--- config.mk ---
export PLATFORM = sky130hd
export DESIGN_NAME = flash_guard
export DESIGN_NICKNAME = d
export VERILOG_FILES = /design/src/rtl/fguard_pkg.sv /design/src/rtl/fguard_store.sv /design/src/rtl/fguard_decode.sv /design/src/rtl/fguard_gate.sv /design/src/rtl/flash_guard.sv
export SDC_FILE = /design/constraint.sdc
export NUM_CORES = 1
export LEC_CHECK = 0
export ABC_AREA = 1
export BUFFER_PORTS_ARGS = -buffer_cell sky130_fd_sc_hd__buf_4
export CORE_AREA = 5 5 42 44
export DETAILED_ROUTE_END_ITERATION = 7
export DIE_AREA = 0 0 47 49
export GPL_TIMING_DRIVEN = 1
export PLACE_DENSITY = 0.49
export REMOVE_ABC_BUFFERS = 1
export SLEW_MARGIN = 20
export SYNTH_ARGS = -nofsm -noshare
export SYNTH_HDL_FRONTEND = slang
export SYNTH_HIERARCHICAL = 1
export SYNTH_SLANG_ARGS = --single-unit
--- constraint.sdc ---
create_clock -name clk -period 2.9 [get_ports clk]
set_clock_uncertainty 0.1 [all_clocks]
set_input_delay 0.58 -clock clk [delete_from_list [all_inputs] [get_ports clk]]
set_output_delay 0.58 -clock clk [all_outputs]
set_load 0.05 [all_outputs]
--- src/rtl/fguard_pkg.sv ---
package fguard_pkg;

  localparam int CFG_W = 8;
  localparam int RSV_W = 4;
  localparam int FLD_W = 2;

  typedef enum logic [1:0] {
    MODE_OTHER    = 2'b00,
    MODE_SERIAL   = 2'b01,
    MODE_PARALLEL = 2'b10,
    MODE_SPARE    = 2'b11
  } port_mode_e;

  typedef struct packed {
    logic [FLD_W-1:0] level;
    logic [FLD_W-1:0] rclr;
    logic [RSV_W-1:0] rsv;
  } cfg_t;

  localparam logic [FLD_W-1:0] LVL_OPEN = '1;
  localparam logic [FLD_W-1:0] RCLR_OFF = '0;

  // New byte after a program strobe: bits may only clear, reserved bits stay set,
  // and the release field is frozen while field_lock is high.
  function automatic cfg_t next_on_program(cfg_t cur, logic [CFG_W-1:0] wr,
                                           logic field_lock);
    cfg_t n;
    n     = cfg_t'(cur & wr);
    n.rsv = cur.rsv;
    if (field_lock) n.rclr = cur.rclr;
    return n;
  endfunction

  // Protection is active when the release field is nonzero and the level field is not open.
  function automatic logic is_protected(cfg_t c);
    return (c.rclr != RCLR_OFF) && (c.level != LVL_OPEN);
  endfunction

endpackage

--- src/rtl/fguard_store.sv ---
module fguard_store
  import fguard_pkg::*;
(
  input  logic             clk,
  input  logic             rst_n,
  input  logic             prog_fire,
  input  logic             erase_fire,
  input  logic             field_lock,
  input  logic [CFG_W-1:0] wr_data,
  output cfg_t             cfg_q
);

  always_ff @(posedge clk or negedge rst_n) begin
    if (!rst_n) begin
      cfg_q <= '1;
    end else if (erase_fire) begin
      cfg_q <= '1;
    end else if (prog_fire) begin
      cfg_q <= next_on_program(cfg_q, wr_data, field_lock);
    end
  end

endmodule

--- src/rtl/fguard_decode.sv ---
module fguard_decode
  import fguard_pkg::*;
(
  input  cfg_t cfg,
  output logic protect_on
);

  always_comb begin
    protect_on = is_protected(cfg);
  end

endmodule

--- src/rtl/fguard_gate.sv ---
module fguard_gate
  import fguard_pkg::*;
(
  input  logic [1:0] mode,
  input  logic       protect_on,
  output logic       par_mode,
  output logic       access_ok
);

  always_comb begin
    par_mode  = (mode == MODE_PARALLEL);
    access_ok = !(par_mode && protect_on);
  end

endmodule

--- src/rtl/flash_guard.sv ---
module flash_guard
  import fguard_pkg::*;
(
  input  logic       clk,
  input  logic       rst_n,
  input  logic [1:0] mode_i,
  input  logic       prog_i,
  input  logic       erase_i,
  input  logic [7:0] data_i,
  output logic [7:0] cfg_o,
  output logic       access_ok_o
);

  // named internal events for the checker
  logic prog_fire;
  logic erase_fire;
  logic field_lock;
  logic protect_on;
  cfg_t cfg_q;

  assign erase_fire = erase_i;
  assign prog_fire  = prog_i && !erase_i;

  fguard_store u_store (
    .clk        (clk),
    .rst_n      (rst_n),
    .prog_fire  (prog_fire),
    .erase_fire (erase_fire),
    .field_lock (field_lock),
    .wr_data    (data_i),
    .cfg_q      (cfg_q)
  );

  fguard_decode u_decode (
    .cfg        (cfg_q),
    .protect_on (protect_on)
  );

  fguard_gate u_gate (
    .mode       (mode_i),
    .protect_on (protect_on),
    .par_mode   (field_lock),
    .access_ok  (access_ok_o)
  );

  assign cfg_o = cfg_q;

endmodule

==> results of run 1 <==
[metal layers]
| metal | up-vias | share of wire |
|---|---|---|
| met3 | 2 | 0.10 |
| li1 | 133 | - |
| met1 | 112 | 0.31 |
| met5 | - | 0 |
| met2 | 10 | 0.56 |
| met4 | 0 | 0.032 |
[logic make-up after synthesis]
kind of cell | synth area share
flops | 0.488
buf+inv | 0.209
simple gates | 0.251
compound gates | 0.0512
[report_power, final]
part	internal, mW	switching [mW]	leakage (nW)	total [mW]
logic	0.0161	0.0228	0.160	0.0389
registers	0.0751	0.00209	0.0527	0.0772
clock network	0.0518	0.0257	0.0150	0.0776
total	0.143	0.0507	0.228	0.194
[worst min-delay path by stage]
stage / startpoint / endpoint / cells past startpoint
floorplan: rst_n / u_store/cfg_q[2]$_DFFE_PN1P_ / 0
global route: rst_n / u_store/cfg_q[2]$_DFFE_PN1P_ / 1
detailed placement: u_store/cfg_q[6]$_DFFE_PN1P_ / u_store/cfg_q[6]$_DFFE_PN1P_ / 2
CTS: rst_n / u_store/cfg_q[2]$_DFFE_PN1P_ / 1
finish: rst_n / u_store/cfg_q[2]$_DFFE_PN1P_ / 1
global placement: u_store/cfg_q[6]$_DFFE_PN1P_ / u_store/cfg_q[6]$_DFFE_PN1P_ / 2
[placed cells by master (no fill, tap or decap), drive strengths merged]
cell,n
dfstp,5
or2,1
inv,9
nand3,3
clkbuf,4
buf,18
nand2,7
nor2,4
o21ai,2
[cell type report]
class / count / area (um^2)
Timing Repair Buffer: 18 / 135
Multi-Input combinational cell: 17 / 81.3
Clock buffer: 4 / 26.3
Tap cell: 16 / 20.0
Inverter: 9 / 33.8
Fill cell: 162 / 973
Sequential cell: 5 / 131
[critical path: stages (launching register included)]
cell and delay (ps):
dfstp_2 540, nor2_1 40, nor2_1 90, nand3_1 80, buf_4 190
==> flow_summary_export.csv, run 1 <==
group,metric,value,unit
sta,totalNegativeSetupSlack,0,ps
synthesis,share_of_the_synthesized_area_in_the_top_cell_type,0.488,
global_route,met1_usage,0.0467,
sta,timing.hold.ws,203,ps
sta,hold_viol,0,
floorplan,chipHeight,49,um
setup_path,reg2reg_depth,2,
floorplan,design.die.area,2300,um^2
final_layout,registers.top_by_ff_count,"u_store/cfg_q",
sta,timing.final.crit_share,0.638,
final_layout,finalNonFillerCells,69,
sta,final.min_clock_period,1850,ps
sta,worstMarginPinSlew,141,ps
synthesis,synthesis.instances,34,
synthesis,mappedNetlistArea,269,um^2
clocking,cts.path.max_buffers,2,
synthesis,number_of_storage_elements_in_the_synthesis_netlist,5,
final_layout,finalNetCount,68,
clocking,cts.sink_count,5,
setup_path,crit_path_max_fanout,3,
clocking,clock_tree.root_cell,"clkbuf_4",
final_layout,antenna_cells_inserted,0,
synthesis,yosys.area.top_type,"dfstp_2",
detailed_routing,postRouteAntennaNets,0,
floorplan,design.core.area,1400,um^2
outcome,status,"completed",
synthesis,synth_top_flop_cell,"dfstp_2",
setup_path,worstSetupStartpoint,"u_store/cfg_q[4]$_DFFE_PN1P_",
synthesis,synth.yosys.warnings,6,
global_route,grtUsageMet3,0.0221,
sta,final_critical_path_setup_slack,1050,ps
place,place_worst_setup_slack,1240,ps
global_route,pin_count_of_the_biggest_net_entering_global_routing,6,
global_route,grt_usage,0.0664,
clocking,cts.reportedPaths.clkPinSlew,40,ps
power,max-vdd-ir-drop,123,uV
detailed_routing,route.detailed.drc,0,
sta,report.final.slew_viol_count,0,
synthesis,synth_enable_flop_cells,0,
place,placedCellCount,65,
sta,max-slew-margin-rel,0.906,
global_route,global_route_wire_length_before_repair,1000,um
power,power.density_cell_area,453,nW/um^2
setup_path,arrival,1170,ps
synthesis,async_reset_ff_frac,1.00,
detailed_routing,total_number_of_vias,257,
run,max_cap_viol_count,0,
synthesis,synth_most_common_cell,"inv_1",
clocking,cts_resized,0,
detailed_routing,drt-initial-drc-count,5,
setup_path,critical_path_launch_point_type,"flop",
setup_path,worst-setup-path-type,"flop to primary output",
detailed_routing,drt-pass1-iter-count,2,
setup_path,cp-endpoint,"access_ok_o",
global_route,grt_antenna_before_repair,0,
place,finalWeightedCongestion,0.649,
clocking,clock_insertion_delay_worst_skew,240,ps
floorplan,num_rows,14,
floorplan,dieWidth,47,um
clocking,tritoncts,"yes",
clocking,clock_tree.htree_level_count,1,
detailed_routing,routed_wl,601,um
global_route,busiest_layer,"met2",
synthesis,synth.area.top_cells,"dfstp_2 49%, inv_1 11%, nand2_1 9.8%",
power,static-leakage-power,0.228,nW
synthesis,ys_top_cells_by_count,"8 x inv_1, 7 x nand2_1, 5 x dfstp_2, 3 x buf_4, 3 x nand3_1",
floorplan,initial_standard_cell_utilization_of_the_core,0.192,
power,power.total,0.194,mW
clocking,postcts_setup_bufs,0,
synthesis,synth_cell_type_count,11,
synthesis,synth_seq_area_share,0.488,
final_layout,syn2layout_area_growth,59.1,%
final_layout,utilization,0.305,
setup_path,timing.critical_path.required,2220,ps
floorplan,design.portCount,23,
final_layout,final_design_area_no_fill,428,um^2
place,area_after_detailed_placement,402,um^2
sta,setup_violations,0,
global_route,grt.overflow.total,0,
detailed_routing,post_drt_via_cell_ratio,3.72,
setup_path,reg2reg_slack,2080,ps
hold_path,worst_hold_path_type,"input pin to async pin",
detailed_routing,drt-wirelength-per-cell,8.71,um
global_route,grt_pass1_vias,266,
synthesis,syn_area_per_cell,7.91,um^2
clocking,cts_buffers,3,
place,io_buffers,18,
sta,maxClockFrequency,540,MHz
setup_path,crit_path_end_kind,"primary output",
final_layout,flip_flop_count_of_the_largest_register_after_layout,5,
global_route,global_routing_met2_resource_utilization,0.104,
clocking,cts_hold_repair_buffers,0,
sta,grt_setup_unrepaired,"false",
final_layout,drive_above_1_share,0.566,
setup_path,regToRegStartpoint,"u_store/cfg_q[7]$_DFFE_PN1P_",
final_layout,reg_top3,"u_store/cfg_q: 5 flops",
setup_path,crit-reg2reg-capture,"u_store/cfg_q[7]$_DFFE_PN1P_",
place,dp_hpwl,530,um
Note: power is estimated with default switching activity, not from simulation.
==> run 2, diff against run 1 <==
--- a/config.mk
+++ b/config.mk
@@ -5,13 +5,13 @@
 export SDC_FILE = /design/constraint.sdc
 export NUM_CORES = 1
 export LEC_CHECK = 0
-export ABC_AREA = 1
+export ABC_AREA = 0
 export BUFFER_PORTS_ARGS = -buffer_cell sky130_fd_sc_hd__buf_4
 export CORE_AREA = 5 5 42 44
 export DETAILED_ROUTE_END_ITERATION = 7
 export DIE_AREA = 0 0 47 49
 export GPL_TIMING_DRIVEN = 1
-export PLACE_DENSITY = 0.49
+export PLACE_DENSITY = 0.48
 export REMOVE_ABC_BUFFERS = 1
 export SLEW_MARGIN = 20
 export SYNTH_ARGS = -nofsm -noshare
==> constraint.sdc (replaced) <==
create_clock -name clk -period 1.85 [get_ports clk]
set_clock_uncertainty 0.1 [all_clocks]
set_input_delay 0.37 -clock clk [delete_from_list [all_inputs] [get_ports clk]]
set_output_delay 0.37 -clock clk [all_outputs]
set_load 0.05 [all_outputs]
==> run 2 against run 1 <==
Compared with the run above:
- first-iteration DRC count shrank 60%
- synthesized area is 1.9% lower
- die area unchanged
- via count decreased by 13%
- final area up 1.5%
- combinational power up 63%
- power grew 62%
- flip-flop and latch count unchanged
- clock power rose by 66%
- utilization grew 0.45 points
- routed wire length increased by 6.3%
- sequential power increased by 58%
- critical path type unchanged
- largest cell class unchanged
==> flow_summary_export.csv, run 2 <==
group,metric,value,unit
final_layout,syn2layout_area_growth,64.5,%
final_layout,flip_flop_count_of_the_largest_register_after_layout,5,
place,placedCellCount,55,
place,io_buffers,18,
sta,report.final.slew_viol_count,0,
final_layout,antenna_cells_inserted,0,
setup_path,crit-reg2reg-capture,"u_store/cfg_q[4]$_DFFE_PN1P_",
global_route,grt_antenna_before_repair,0,
power,power.density_cell_area,724,nW/um^2
final_layout,finalNetCount,59,
floorplan,dieWidth,47,um
hold_path,worst_hold_path.num_cells,2,
final_layout,mostFrequentLayoutCells,"18 x buf_4, 5 x dfstp_2, 4 x nor2_1",
setup_path,crit_path_max_fanout,3,
synthesis,synth.area.top_cells,"dfstp_2 50%, buf_4 8.5%, a21o_2 6.6%",
final_layout,layout.filler_cells,150,
synthesis,synth_enable_flop_cells,0,
outcome,status,"completed",
synthesis,syn_area_per_cell,11.0,um^2
synthesis,ys_top_cells_by_count,"5 x dfstp_2, 4 x nor2_1, 3 x buf_4",
final_layout,multiInputGateArea,110,um^2
sta,timing.final.crit_share,0.906,
floorplan,design.die.area,2300,um^2
power,max-vdd-ir-drop,359,uV
clocking,clock_insertion_delay_worst_skew,250,ps
detailed_routing,route.detailed.drc,0,
detailed_routing,total_number_of_vias,223,
floorplan,num_rows,14,
floorplan,initial_standard_cell_utilization_of_the_core,0.188,
global_route,grt_usage,0.0616,
setup_path,crit_path_end_kind,"primary output",
sta,max-slew-margin-rel,0.898,
setup_path,critical_path_launch_point_type,"flop",
sta,maxClockFrequency,596,MHz
power,static-leakage-power,0.191,nW
run,max_cap_viol_count,0,
setup_path,timing.critical_path.required,1380,ps
final_layout,registers.top_by_ff_count,"u_store/cfg_q",
clocking,clock_tree.htree_level_count,1,
synthesis,synth_top_flop_cell,"dfstp_2",
clocking,cts.path.max_buffers,2,
final_layout,layout.area.seq,131,um^2
detailed_routing,drt-pass1-iter-count,4,
detailed_routing,post_drt_via_cell_ratio,3.72,
synthesis,synth_cell_type_count,11,
sta,grt_setup_unrepaired,"false",
setup_path,worstSetupStartpoint,"u_store/cfg_q[5]$_DFFE_PN1P_",
place,dp_hpwl,508,um
setup_path,reg2reg_slack,950,ps
synthesis,share_of_the_synthesized_area_in_the_top_cell_type,0.498,
synthesis,synth_most_common_cell,"dfstp_2",
setup_path,cp-endpoint,"access_ok_o",
detailed_routing,drt-initial-drc-count,2,
clocking,tritoncts,"yes",
clocking,cts.sink_count,5,
synthesis,synth_seq_area_share,0.498,
sta,worstMarginPinSlew,152,ps
hold_path,worst_hold_path_type,"input pin to flop",
global_route,global_route_wire_length_before_repair,959,um
setup_path,regToRegStartpoint,"u_store/cfg_q[4]$_DFFE_PN1P_",
floorplan,design.core.area,1400,um^2
synthesis,mappedNetlistArea,264,um^2
clocking,cts.reportedPaths.clkPinSlew,50,ps
synthesis,synth.yosys.warnings,6,
synthesis,synthesis.instances,24,
detailed_routing,drt-wirelength-per-cell,10.7,um
setup_path,arrival,1210,ps
synthesis,async_reset_ff_frac,1.00,
detailed_routing,postRouteAntennaNets,0,
final_layout,utilization,0.310,
sta,totalNegativeSetupSlack,0,ps
global_route,grt.overflow.total,0,
floorplan,chipHeight,49,um
clocking,clock_tree.root_cell,"clkbuf_4",
global_route,pin_count_of_the_biggest_net_entering_global_routing,9,
setup_path,worst-setup-path-type,"flop to primary output",
final_layout,reg_top3,"u_store/cfg_q: 5 flops",
clocking,cts_buffers,3,
setup_path,reg2reg_depth,2,
sta,final.min_clock_period,1680,ps
final_layout,drive_above_1_share,0.705,
place,finalWeightedCongestion,0.631,
sta,setup_violations,0,
synthesis,yosys.area.top_type,"dfstp_2",
synthesis,number_of_storage_elements_in_the_synthesis_netlist,5,
sta,hold_viol,0,
floorplan,design.portCount,23,
detailed_routing,routed_wl,639,um
final_layout,finalNonFillerCells,60,
final_layout,leading_cell_type_in_the_layout_fill_and_taps_excluded,"buf_4",
global_route,grt_pass1_vias,216,
==> run 2: cell count changes in the layout (fill, tap and decap cells not counted), sizes merged, moves of 2 or more <==
cell,before,now
inv,9,0
nand3,3,0
a21oi,0,2
nand2b,0,2
nor2b,0,3
nand2,7,0
o21ai,2,0
a21o,0,2
==> run 2: metal layers <==
layer / vias to the layer above / routed length, um / GRT usage
met2: 18 / 190 / 0.0566
met1: 87 / 348 / 0.0850
li1: 118 / - / -
met4: 0 / 0 / 0.0276
met3: 0 / 100 / 0.0664
met5: - / 0 / 0
==> run 2: logic make-up (layout without fill, tap and decap cells) <==
family          Yosys count  after routing  synth area share
buf+inv                   3             23            0.0853
compound gates            5              5             0.161
simple gates             11             11             0.256
flops                     5              5             0.498
==> run 2: worst min path at each step <==
stage	from	end
2_1_floorplan	rst_n	u_store/cfg_q[2]$_DFFE_PN1P_
3_3_place_gp	rst_n	u_store/cfg_q[6]$_DFFE_PN1P_
3_5_place_dp	rst_n	u_store/cfg_q[6]$_DFFE_PN1P_
4_1_cts	data_i[4]	u_store/cfg_q[4]$_DFFE_PN1P_
5_1_grt	data_i[5]	u_store/cfg_q[5]$_DFFE_PN1P_
6_report	erase_i	u_store/cfg_q[7]$_DFFE_PN1P_
==> run 2: critical path, cell delays in order (launching register included) <==
cell and delay, ps:
dfstp_2 550, a2bb2oi_2 140, nand3b_1 80, buf_4 190
==> run 2: repair_timing <==
action                                 CTS  global route
buffers inserted                         0             0
endpoints found under the hold margin    5             0
gates resized for setup                  0             0
hold buffers                             1             0
==> run 2: power breakdown <==
part           leakage, nW  total, mW  internal, mW  switching [mW]
combinational        0.121     0.0635        0.0303          0.0332
clock               0.0177      0.129        0.0785          0.0502
sequential          0.0527      0.122         0.118         0.00451
==> run 2: final cells by class <==
class	instances	area share
clock buffer	3	0.0519
clock inverter	1	0.0115
multi-input combinational	16	0.254
sequential	5	0.303
tap	16	0.0461
timing repair buffer	19	0.334
==> run 2: metrics by stage <==
stage	hold slack [ps]	setup slack (ps)	instance area, um^2	total power [mW]
5_1_grt	291	124	434	0.331
3_5_place_dp	249	436	397	0.186
6_report	294	173	434	0.315
2_1_floorplan	122	139	241	0.157
4_1_cts	283	159	434	0.321
3_3_place_gp	250	446	397	0.186
==> run 3, diff against run 2 <==
--- a/config.mk
+++ b/config.mk
@@ -12,7 +12,6 @@
 export DIE_AREA = 0 0 47 49
 export GPL_TIMING_DRIVEN = 1
 export PLACE_DENSITY = 0.48
-export REMOVE_ABC_BUFFERS = 1
 export SLEW_MARGIN = 20
 export SYNTH_ARGS = -nofsm -noshare
 export SYNTH_HDL_FRONTEND = slang
==> run 3 against run 2 <==
Compared with the run above:
- routed wire length grew 0.78%
- sequential power is essentially flat
- register-to-register slack gained 30 ps
- first-iteration DRC count shrank 100%
- cell count is the same
- critical path type unchanged
- count of clock-buffer cells in the layout grew 1
==> flow_summary_export.csv, run 3 (synthesis results as in run 2) <==
group,metric,value,unit
global_route,grt_antenna_before_repair,0,
place,finalWeightedCongestion,0.633,
clocking,clock_tree.root_cell,"clkbuf_4",
final_layout,leading_cell_type_in_the_layout_fill_and_taps_excluded,"buf_4",
sta,report.final.slew_viol_count,0,
setup_path,worst-setup-path-type,"flop to primary output",
clocking,tritoncts,"yes",
setup_path,arrival,1200,ps
final_layout,syn2layout_area_growth,64.0,%
power,max-vdd-ir-drop,345,uV
detailed_routing,routed_wl,644,um
final_layout,finalNetCount,59,
clocking,cts.path.max_buffers,2,
global_route,pin_count_of_the_biggest_net_entering_global_routing,9,
detailed_routing,postRouteAntennaNets,0,
sta,hold_viol,0,
final_layout,reg_top3,"u_store/cfg_q: 5 flops",
detailed_routing,post_drt_via_cell_ratio,3.93,
detailed_routing,drt-wirelength-per-cell,10.7,um
floorplan,design.core.area,1400,um^2
setup_path,reg2reg_slack,980,ps
setup_path,critical_path_launch_point_type,"flop",
global_route,grt_pass1_vias,247,
detailed_routing,route.detailed.drc,0,
outcome,status,"completed",
clocking,clock_insertion_delay_worst_skew,240,ps
global_route,grt_usage,0.0651,
setup_path,regToRegStartpoint,"u_store/cfg_q[4]$_DFFE_PN1P_",
sta,grt_setup_unrepaired,"false",
hold_path,worst_hold_path_type,"input pin to flop",
power,static-leakage-power,0.188,nW
setup_path,reg2reg_depth,2,
setup_path,crit_path_max_fanout,3,
clocking,clock_tree.htree_level_count,1,
setup_path,worstSetupStartpoint,"u_store/cfg_q[5]$_DFFE_PN1P_",
detailed_routing,drt-pass1-iter-count,1,
global_route,grt.overflow.total,0,
floorplan,design.portCount,23,
global_route,global_route_wire_length_before_repair,1010,um
sta,worstMarginPinSlew,176,ps
setup_path,timing.critical_path.required,1380,ps
sta,max-slew-margin-rel,0.882,
detailed_routing,total_number_of_vias,236,
clocking,postcts_setup_bufs,0,
floorplan,initial_standard_cell_utilization_of_the_core,0.188,
sta,setup_violations,0,
sta,timing.final.crit_share,0.902,
final_layout,registers.top_by_ff_count,"u_store/cfg_q",
place,io_buffers,18,
clocking,cts.reportedPaths.clkPinSlew,40,ps
sta,maxClockFrequency,600,MHz
sta,timing.hold.ws,295,ps
synthesis,synth_fp_nets,38,
clocking,cts.sink_count,5,
floorplan,dieWidth,47,um
power,power.density_cell_area,722,nW/um^2
setup_path,cp-endpoint,"access_ok_o",
final_layout,mostFrequentLayoutCells,"18 x buf_4, 5 x dfstp_2, 4 x nor2_1",
final_layout,flip_flop_count_of_the_largest_register_after_layout,5,
setup_path,crit_path_end_kind,"primary output",
final_layout,drive_above_1_share,0.682,
final_layout,antenna_cells_inserted,0,
floorplan,chipHeight,49,um
floorplan,design.die.area,2300,um^2
floorplan,num_rows,14,
detailed_routing,drt-initial-drc-count,0,
clocking,cts_buffers,3,
sta,totalNegativeSetupSlack,0,ps
setup_path,crit-reg2reg-capture,"u_store/cfg_q[4]$_DFFE_PN1P_",
sta,final.min_clock_period,1670,ps
run,max_cap_viol_count,0,
[run 3: changes by cell type in the layout (fill, tap and decap cells not counted)]
| cell | previous run | this run |
|---|---|---|
| clkbuf_1 | 0 | 1 |
| clkinv_2 | 1 | 0 |
[run 3: per-stage QoR]
step	instance area (um^2)	util	std cells	setup slack, ps	total power, mW
2_1_floorplan	264	-	24	139	0.157
3_3_place_gp	397	0.283	55	433	0.186
3_5_place_dp	397	0.283	55	432	0.186
4_1_cts	433	0.309	60	165	0.319
5_1_grt	433	0.309	60	109	0.337
6_report	433	0.309	60	182	0.313
[run 3: worst min path at each step]
stage | startpoint | endpoint | depth (start not counted)
after global placement | rst_n | u_store/cfg_q[6]$_DFFE_PN1P_ | 1
after global routing | erase_i | u_store/cfg_q[7]$_DFFE_PN1P_ | 2
after floorplan | rst_n | u_store/cfg_q[2]$_DFFE_PN1P_ | 0
after CTS | data_i[4] | u_store/cfg_q[4]$_DFFE_PN1P_ | 3
after detailed placement | rst_n | u_store/cfg_q[7]$_DFFE_PN1P_ | 1
final | data_i[4] | u_store/cfg_q[4]$_DFFE_PN1P_ | 3
[run 3: power breakdown]
part,switching [mW],internal [mW]
Sequential,0.00437,0.118
Clock,0.0454,0.0816
Combinational,0.0330,0.0303
Total,0.0828,0.230
[run 3: cell type report]
type | count | area [um^2]
Fill cell | 156 | 968
Timing Repair Buffer | 19 | 145
Sequential cell | 5 | 131
Multi-Input combinational cell | 16 | 110
Clock buffer | 4 | 26.3
Tap cell | 16 | 20.0
[run 3: layer usage]
layer	up-vias	GRT usage	wire [um]
li1	117	-	-
met1	101	0.0757	265
met2	18	0.0792	271
met3	0	0.0738	107
met4	0	0.0138	0
met5	-	0	0
[run 3: worst max-delay path: stages (launching register included)]
cell and delay (ps):
dfstp_2 550, a2bb2oi_2 130, nand3b_1 80, buf_4 190
[run 3: timing repair]
item	CTS	global route
resized for setup	0	0
endpoints found under the setup margin	0	0
endpoints found under the hold margin	5	0
hold buffers	1	0
